File: config.mk
export PLATFORM = sky130hd
export DESIGN_NAME = buck_mode_ctrl
export DESIGN_NICKNAME = d
export VERILOG_FILES = /design/src/rtl/bmc_pkg.sv /design/src/rtl/bmc_sync.sv /design/src/rtl/bmc_pin_monitor.sv /design/src/rtl/bmc_ref_osc.sv /design/src/rtl/bmc_mode_ctrl.sv /design/src/rtl/buck_mode_ctrl.sv
export SDC_FILE = /design/constraint.sdc
export NUM_CORES = 1
export LEC_CHECK = 0
export BUFFER_PORTS_ARGS = -buffer_cell sky130_fd_sc_hd__buf_2
export CAP_MARGIN = 20
export CELL_PAD_IN_SITES_DETAIL_PLACEMENT = 1
export CELL_PAD_IN_SITES_GLOBAL_PLACEMENT = 2
export CORE_MARGIN = 5
export CORE_UTILIZATION = 40
export DETAILED_ROUTE_END_ITERATION = 8
export PLACE_DENSITY_LB_ADDON = 0.05
export SYNTH_ARGS = -nofsm -noshare
export SYNTH_HDL_FRONTEND = slang
export SYNTH_HIERARCHICAL = 1
export SYNTH_SLANG_ARGS = --single-unit
File: constraint.sdc
create_clock -name clk -period 3.95 [get_ports clk]
set_input_delay 0.1975 -clock clk [delete_from_list [all_inputs] [get_ports clk]]
set_output_delay 0.1975 -clock clk [all_outputs]
set_load 0.02 [all_outputs]
File: src/rtl/bmc_pkg.sv
package bmc_pkg;

  typedef enum logic {
    MODE_PWM = 1'b0,
    MODE_PFM = 1'b1
  } conv_mode_e;

  typedef enum logic [1:0] {
    POL_OFF,
    POL_PWM,
    POL_PFM,
    POL_AUTO
  } mode_policy_e;

  // What the pin monitor reports about the mode/sync input
  typedef struct packed {
    logic sync_ok;   // a clock inside the frequency window is present
    logic lvl;       // last settled static level
    logic edge_up;   // rising edge seen this cycle (synchronized)
  } pin_view_t;

  function automatic mode_policy_e pick_policy(input logic en,
                                               input logic auto_sel,
                                               input logic sync_ok,
                                               input logic lvl);
    if (!en)              return POL_OFF;
    if (sync_ok || lvl)   return POL_PWM;
    if (!auto_sel)        return POL_PFM;
    return POL_AUTO;
  endfunction

endpackage

File: src/rtl/bmc_sync.sv
module bmc_sync #(
  parameter int STAGES = 2
) (
  input  logic clk,
  input  logic rst,
  input  logic d_i,
  output logic q_o
);

  logic [STAGES-1:0] stg;

  for (genvar g = 0; g < STAGES; g++) begin : g_stage
    if (g == 0) begin : g_first
      always_ff @(posedge clk) begin
        if (rst) stg[0] <= 1'b0;
        else     stg[0] <= d_i;
      end
    end else begin : g_next
      always_ff @(posedge clk) begin
        if (rst) stg[g] <= 1'b0;
        else     stg[g] <= stg[g-1];
      end
    end
  end

  assign q_o = stg[STAGES-1];

endmodule

File: src/rtl/bmc_pin_monitor.sv
module bmc_pin_monitor
  import bmc_pkg::*;
#(
  parameter int SYNC_STAGES = 2,
  parameter int MIN_PER     = 32,
  parameter int MAX_PER     = 80
) (
  input  logic      clk,
  input  logic      rst,
  input  logic      en_i,
  input  logic      pin_i,
  output pin_view_t view_o
);

  localparam int QUIET_LIM = 2 * MAX_PER;
  localparam int CW        = $clog2(QUIET_LIM + 1);
  localparam logic [CW-1:0] LIM_C = CW'(QUIET_LIM);
  localparam logic [CW-1:0] LO_C  = CW'(MIN_PER - 1);
  localparam logic [CW-1:0] HI_C  = CW'(MAX_PER - 1);

  logic          pin_s;
  logic          prev_q;
  logic          valid_q;
  logic          lvl_q;
  logic [CW-1:0] per_cnt;
  logic [CW-1:0] quiet_cnt;
  logic          rise;
  logic          in_win;

  bmc_sync #(.STAGES(SYNC_STAGES)) u_sync (
    .clk (clk),
    .rst (rst),
    .d_i (pin_i),
    .q_o (pin_s)
  );

  assign rise   = pin_s & ~prev_q;
  // per_cnt holds (spacing - 1) when the closing edge arrives
  assign in_win = (per_cnt >= LO_C) && (per_cnt <= HI_C);

  always_ff @(posedge clk) begin
    if (rst) begin
      prev_q    <= 1'b0;
      valid_q   <= 1'b0;
      lvl_q     <= 1'b0;
      per_cnt   <= LIM_C;
      quiet_cnt <= '0;
    end else if (!en_i) begin
      prev_q    <= pin_s;
      valid_q   <= 1'b0;
      lvl_q     <= pin_s;
      per_cnt   <= LIM_C;
      quiet_cnt <= '0;
    end else begin
      prev_q <= pin_s;
      // edge-to-edge period measurement
      if (rise) begin
        per_cnt <= '0;
        valid_q <= in_win;
      end else if (per_cnt != LIM_C) begin
        per_cnt <= per_cnt + 1'b1;
      end else begin
        valid_q <= 1'b0;
      end
      // static level only after a long quiet stretch
      if (pin_s != prev_q) begin
        quiet_cnt <= '0;
      end else if (quiet_cnt != LIM_C) begin
        quiet_cnt <= quiet_cnt + 1'b1;
      end else begin
        lvl_q <= pin_s;
      end
    end
  end

  assign view_o.sync_ok = valid_q;
  assign view_o.lvl     = lvl_q;
  assign view_o.edge_up = rise;

  // lock is only gained from an edge spacing inside the window
  p_lock_in_window_r4: assert property (@(posedge clk) disable iff (rst)
    $rose(valid_q) |-> ($past(per_cnt) >= LO_C && $past(per_cnt) <= HI_C));

  // a silent pin cannot remain a valid clock
  p_silence_drops_lock_r10: assert property (@(posedge clk) disable iff (rst)
    (en_i && !rise && per_cnt == LIM_C) |=> !valid_q);

endmodule

File: src/rtl/bmc_ref_osc.sv
module bmc_ref_osc #(
  parameter int DIV = 53
) (
  input  logic clk,
  input  logic rst,
  input  logic en_i,
  output logic tick_o
);

  localparam int CW = (DIV > 1) ? $clog2(DIV) : 1;
  localparam logic [CW-1:0] LAST_C = CW'(DIV - 1);

  logic [CW-1:0] cnt_q;

  always_ff @(posedge clk) begin
    if (rst || !en_i)        cnt_q <= '0;
    else if (cnt_q == LAST_C) cnt_q <= '0;
    else                      cnt_q <= cnt_q + 1'b1;
  end

  assign tick_o = en_i && (cnt_q == LAST_C);

endmodule

File: src/rtl/bmc_mode_ctrl.sv
module bmc_mode_ctrl
  import bmc_pkg::*;
#(
  parameter int RUN_LEN = 16
) (
  input  logic       clk,
  input  logic       rst,
  input  logic       en_i,
  input  logic       auto_i,
  input  logic       light_i,
  input  logic       strobe_i,
  input  pin_view_t  view_i,
  output conv_mode_e mode_o
);

  localparam int RW = $clog2(RUN_LEN + 1);
  localparam logic [RW-1:0] RUN_C = RW'(RUN_LEN);

  mode_policy_e policy;
  conv_mode_e   mode_q;
  logic [RW-1:0] run_q;
  logic [RW-1:0] run_next;

  assign policy = pick_policy(en_i, auto_i, view_i.sync_ok, view_i.lvl);

  always_comb begin
    run_next = run_q;
    if (strobe_i) begin
      if (!light_i)            run_next = '0;
      else if (run_q != RUN_C) run_next = run_q + 1'b1;
    end
  end

  always_ff @(posedge clk) begin
    if (rst) begin
      run_q  <= '0;
      mode_q <= MODE_PWM;
    end else begin
      case (policy)
        POL_OFF, POL_PWM: begin
          run_q  <= '0;
          mode_q <= MODE_PWM;
        end
        POL_PFM: begin
          run_q  <= '0;
          mode_q <= MODE_PFM;
        end
        default: begin
          run_q  <= run_next;
          mode_q <= (run_next == RUN_C) ? MODE_PFM : MODE_PWM;
        end
      endcase
    end
  end

  assign mode_o = mode_q;

  // forced low level gives PFM
  p_forced_pfm_r2: assert property (@(posedge clk) disable iff (rst)
    (en_i && !auto_i && !view_i.sync_ok && !view_i.lvl) |=> (mode_q == MODE_PFM));

  // a valid pin clock forces PWM
  p_sync_forces_pwm_r3: assert property (@(posedge clk) disable iff (rst)
    (en_i && view_i.sync_ok) |=> (mode_q == MODE_PWM));

  // static high level keeps PWM
  p_high_keeps_pwm_r6: assert property (@(posedge clk) disable iff (rst)
    (en_i && view_i.lvl) |=> (mode_q == MODE_PWM));

  // automatic PFM entry happens only at a cycle start
  p_entry_at_strobe_r5: assert property (@(posedge clk) disable iff (rst)
    (policy == POL_AUTO && mode_q == MODE_PWM && !strobe_i) |=> (mode_q == MODE_PWM));

  // a deasserted sample exits PFM and restarts the run
  p_drop_exits_r9: assert property (@(posedge clk) disable iff (rst)
    (policy == POL_AUTO && strobe_i && !light_i) |=> (mode_q == MODE_PWM && run_q == '0));

endmodule

File: src/rtl/buck_mode_ctrl.sv
module buck_mode_ctrl
  import bmc_pkg::*;
#(
  parameter int SYNC_STAGES = 2,
  parameter int MIN_PER     = 32,
  parameter int MAX_PER     = 80,
  parameter int OSC_DIV     = 53,
  parameter int RUN_LEN     = 16
) (
  input  logic clk,
  input  logic rst,
  input  logic en_i,
  input  logic auto_i,
  input  logic mode_sync_i,
  input  logic light_load_i,
  output logic cyc_start_o,
  output logic pfm_stat_o
);

  pin_view_t  view;
  logic       osc_tick;
  logic       strobe;
  conv_mode_e mode;

  bmc_pin_monitor #(
    .SYNC_STAGES (SYNC_STAGES),
    .MIN_PER     (MIN_PER),
    .MAX_PER     (MAX_PER)
  ) u_pin (
    .clk    (clk),
    .rst    (rst),
    .en_i   (en_i),
    .pin_i  (mode_sync_i),
    .view_o (view)
  );

  bmc_ref_osc #(.DIV(OSC_DIV)) u_osc (
    .clk    (clk),
    .rst    (rst),
    .en_i   (en_i),
    .tick_o (osc_tick)
  );

  // cycle start: external edge while locked, internal tick otherwise
  assign strobe = en_i && (view.sync_ok ? view.edge_up : osc_tick);

  bmc_mode_ctrl #(.RUN_LEN(RUN_LEN)) u_mode (
    .clk      (clk),
    .rst      (rst),
    .en_i     (en_i),
    .auto_i   (auto_i),
    .light_i  (light_load_i),
    .strobe_i (strobe),
    .view_i   (view),
    .mode_o   (mode)
  );

  always_ff @(posedge clk) begin
    if (rst) cyc_start_o <= 1'b0;
    else     cyc_start_o <= strobe;
  end

  assign pfm_stat_o = (mode == MODE_PFM);

  // shutdown silences the start pulse and reports PWM
  p_off_is_quiet_r1: assert property (@(posedge clk) disable iff (rst)
    !en_i |=> (!cyc_start_o && !pfm_stat_o));

  // each locked rising edge yields a start pulse
  p_edge_gives_start_r4: assert property (@(posedge clk) disable iff (rst)
    (en_i && view.sync_ok && view.edge_up) |=> cyc_start_o);

  // the internal tick is ignored while locked to the pin clock
  p_tick_masked_r7: assert property (@(posedge clk) disable iff (rst)
    (view.sync_ok && !view.edge_up) |=> !cyc_start_o);

endmodule

==> out/metrics.csv <==
stage,metric,value,unit
worst_setup_path,crit_slowest_cell,nor2b_1,
die,io_pins,8,
clocking,cts.reportedPaths.clkPinSlew,80,ps
worst_setup_path,worstPathArrival,2590,ps
clocking,cts_buffers,5,
worst_setup_path,r2r_start,u_osc/cnt_q[0],
power_and_ir_drop,p_leak,0.6417,nW
yosys,synth_area_leader_cell,dfxtp_1,
grt,gr-total-overflow,0,
worst_setup_path,cp-start-kind,flip-flop,
grt,grt_pass1_wl,6.762,mm
route,drt_first_pass_iters,4,
worst_setup_path,cp_max_fo,7,
sta,grt_setup_unrepaired,no,
finish,area_growth_syn_to_layout,9.694,%
yosys,syn_area_per_cell,8.849,um^2
sta,fin_crit_sh,59.85,%
die,die_x,75.51,um
grt,grt_busiest_layer,met2,
route,drtIter0Drc,82,
clocking,cts_setup_buffers,0,
finish,diodes,0,
yosys,ys_ff_latch,34,
yosys,ys_types,47,
yosys,yosysMostFrequentCell,dfxtp_1,
clocking,cts_resized,0,
route,remaining_drc_errors,0,
placed_design,finalWeightedCongestion,0.7985,
outcome,outcome,"finished, final reports clean",
power_and_ir_drop,p_total,0.6577,mW
die,start_util,42.01,%
clocking,cts_buffer_depth,2,
route,wl_per_cell,14.68,um
sta,worst_slew_pin_slew,585.2,ps
worst_setup_path,end_kind,flip-flop,
flow_run,maxCapViolations,0,
die,core_area,0.004086,mm^2
worst_setup_path,cp.required,4170,ps
worst_setup_path,crit_type,reg2reg,
die,die_height,75.51,um
yosys,seq_area_frac_synth,39.65,%
worst_hold_path,hp-class,in2reg,
yosys,synth_edf_count,0,
clocking,insertion_delay,290,ps
yosys,syn_area,0.001717,mm^2
route,drt-vias-per-instance,5.529,
grt,grt_pass1_vias,1491,
placed_design,dp_hpwl,2.737,mm
yosys,synthArstFlopShare,0,%
grt,antenna_found_initial,0,
yosys,synthTopCellsByArea,"dfxtp_1 40%, ha_1 6.6%, nand3_1 4.7%",
route,postRouteAntennaNets,0,
yosys,postSynthCellCount,194,
worst_setup_path,cp_common_cell,nand4b_1,
finish,drive_above_1_share,11.71,%
clocking,cts_sinks,34,
worst_setup_path,max_stage_delay,400,ps
sta,period_minus_slack,2364,ps
yosys,ys_warn_count,6,
worst_setup_path,path_cells,inv_1 -> ha_1 -> nand4b_1 -> nor3_1 -> mux2i_1 -> nor2b_1 -> o21ai_0 -> a221oi_1 -> nand4b_1 -> a21boi_1,
route,num_vias,1410,
die,die-area,0.005702,mm^2
sta,slew_headroom,60.45,%
grt,grt_util_all_layers,15.44,%
clocking,htreeDepth,2,
sta,max_freq,423.0,MHz
sta,fin_worst_skew,7.542,ps
finish,fin_nets,219,
yosys,syn-num-nets,209,
sta,hold_viol,0,
grt,use_met1,17.93,%
power_and_ir_drop,peakVddDrop,0.1681,mV
die,fp-row-count,23,
sta,slew_violations,0,
route,wirelength,3.743,mm
clocking,cts_tree,built,
sta,setup_viol,0,
worst_setup_path,crit_start,u_osc/cnt_q[0],
grt,grtUsageMet2,26.56,%
clocking,ctsHoldBuffers,0,
power_and_ir_drop,p_per_area,349.3,mW/mm^2
yosys,ys_top_cells_by_count,"34 x dfxtp_1, 16 x nand3_1, 16 x nor2_1",
grt,met3_usage,5.409,%
sta,final.setup.tns,0,ps
yosys,netlist.area_leader.share,39.65,%
placed_design,port_buffers,7,
grt,grt_max_degree,12,
clocking,cts_root_buffer,clkbuf_8,
yosys,ys.flop_type,dfxtp_1,
worst_hold_path,hold_path.startpoint,auto_i,
==> per-layer routing <==
metal / up-vias / part of all wire, %
li1: 701 / -
met1: 692 / 47
met2: 11 / 48
met3: 6 / 3.2
met4: 0 / 1.4
met5: - / 0
==> cells in the final DEF (no fill, tap or decap), types with 7 or more instances in the layout <==
| cell | n |
|---|---|
| dfxtp_1 | 34 |
| nand3_1 | 16 |
| nor2_1 | 16 |
| inv_1 | 15 |
| o21ai_0 | 13 |
| nor2b_1 | 12 |
| a21oi_1 | 10 |
| nand2_1 | 9 |
| ha_1 | 9 |
| buf_2 | 7 |
==> logic make-up after synthesis <==
logic type | share of synthesized area [%]
flip-flops | 39.65
XOR/XNOR | 4.592
adder cells (fa/ha/maj) | 6.560
AO/OA/AOI/OAI | 14.07
buffers and inverters | 4.810
AND/OR/NAND/NOR | 29.08
multiplexers | 1.239
==> final timing paths <==
kind                                         end  slack (ps)  depth (start not counted)
worst max-delay path               u_mode/mode_o        1590                         10
worst max register to register     u_mode/mode_o        1590                         10
worst min register to register  u_pin/u_sync/q_o         440                          1
worst min-delay path               u_mode/mode_o         110                          2
==> layout make-up <==
class | count | area (um^2)
well taps | 50 | 62.56
clock inverters | 2 | 12.51
inverters | 15 | 56.30
flip-flops and latches | 34 | 680.7
multi-input cells | 141 | 953.4
clock buffers | 6 | 82.58
repair buffers | 7 | 35.03
fillers | 494 | 2203
==> worst max-delay path: cells and delay by family (launching register included) <==
family,cells,cell delay (ps)
DFF,1,350
muxes,1,130
and+or+nand+nor,4,840
adders and majority gates,1,130
buffers and inverters,1,70
AOI/OAI and AO/OA,3,770
==> report_power, final <==
group          internal, mW  total [mW]  leakage, nW  switching, mW
registers             0.347       0.351        0.275        0.00418
logic                0.0126      0.0310        0.319         0.0184
clock network         0.140       0.275       0.0472          0.135
==> registers in the layout, summed over array words and instances (netlist names) <==
register,count
u_pin/u_sync/stg,1
u_pin/per_cnt,8
u_pin/valid_q,1
cyc_start_o,1
u_osc/cnt_q,6
u_pin/u_sync/q_o,1
u_pin/prev_q,1
u_mode/run_q,5
u_mode/mode_o,1
u_pin/quiet_cnt,8
u_pin/lvl_q,1
==> through the flow <==
stage,setup slack (ps),std cells,instance area (um^2),util (%),hold slack (ps)
6_report,1586,255,1883,46.08,105.5
4_1_cts,1583,255,1883,46.08,101.6
3_3_place_gp,1883,247,1788,43.75,412.0
3_5_place_dp,1711,247,1788,43.75,411.2
2_1_floorplan,2095,194,1717,-,267.0
5_1_grt,1264,255,1883,46.08,98.25
Power figures use the tool's default switching activity.
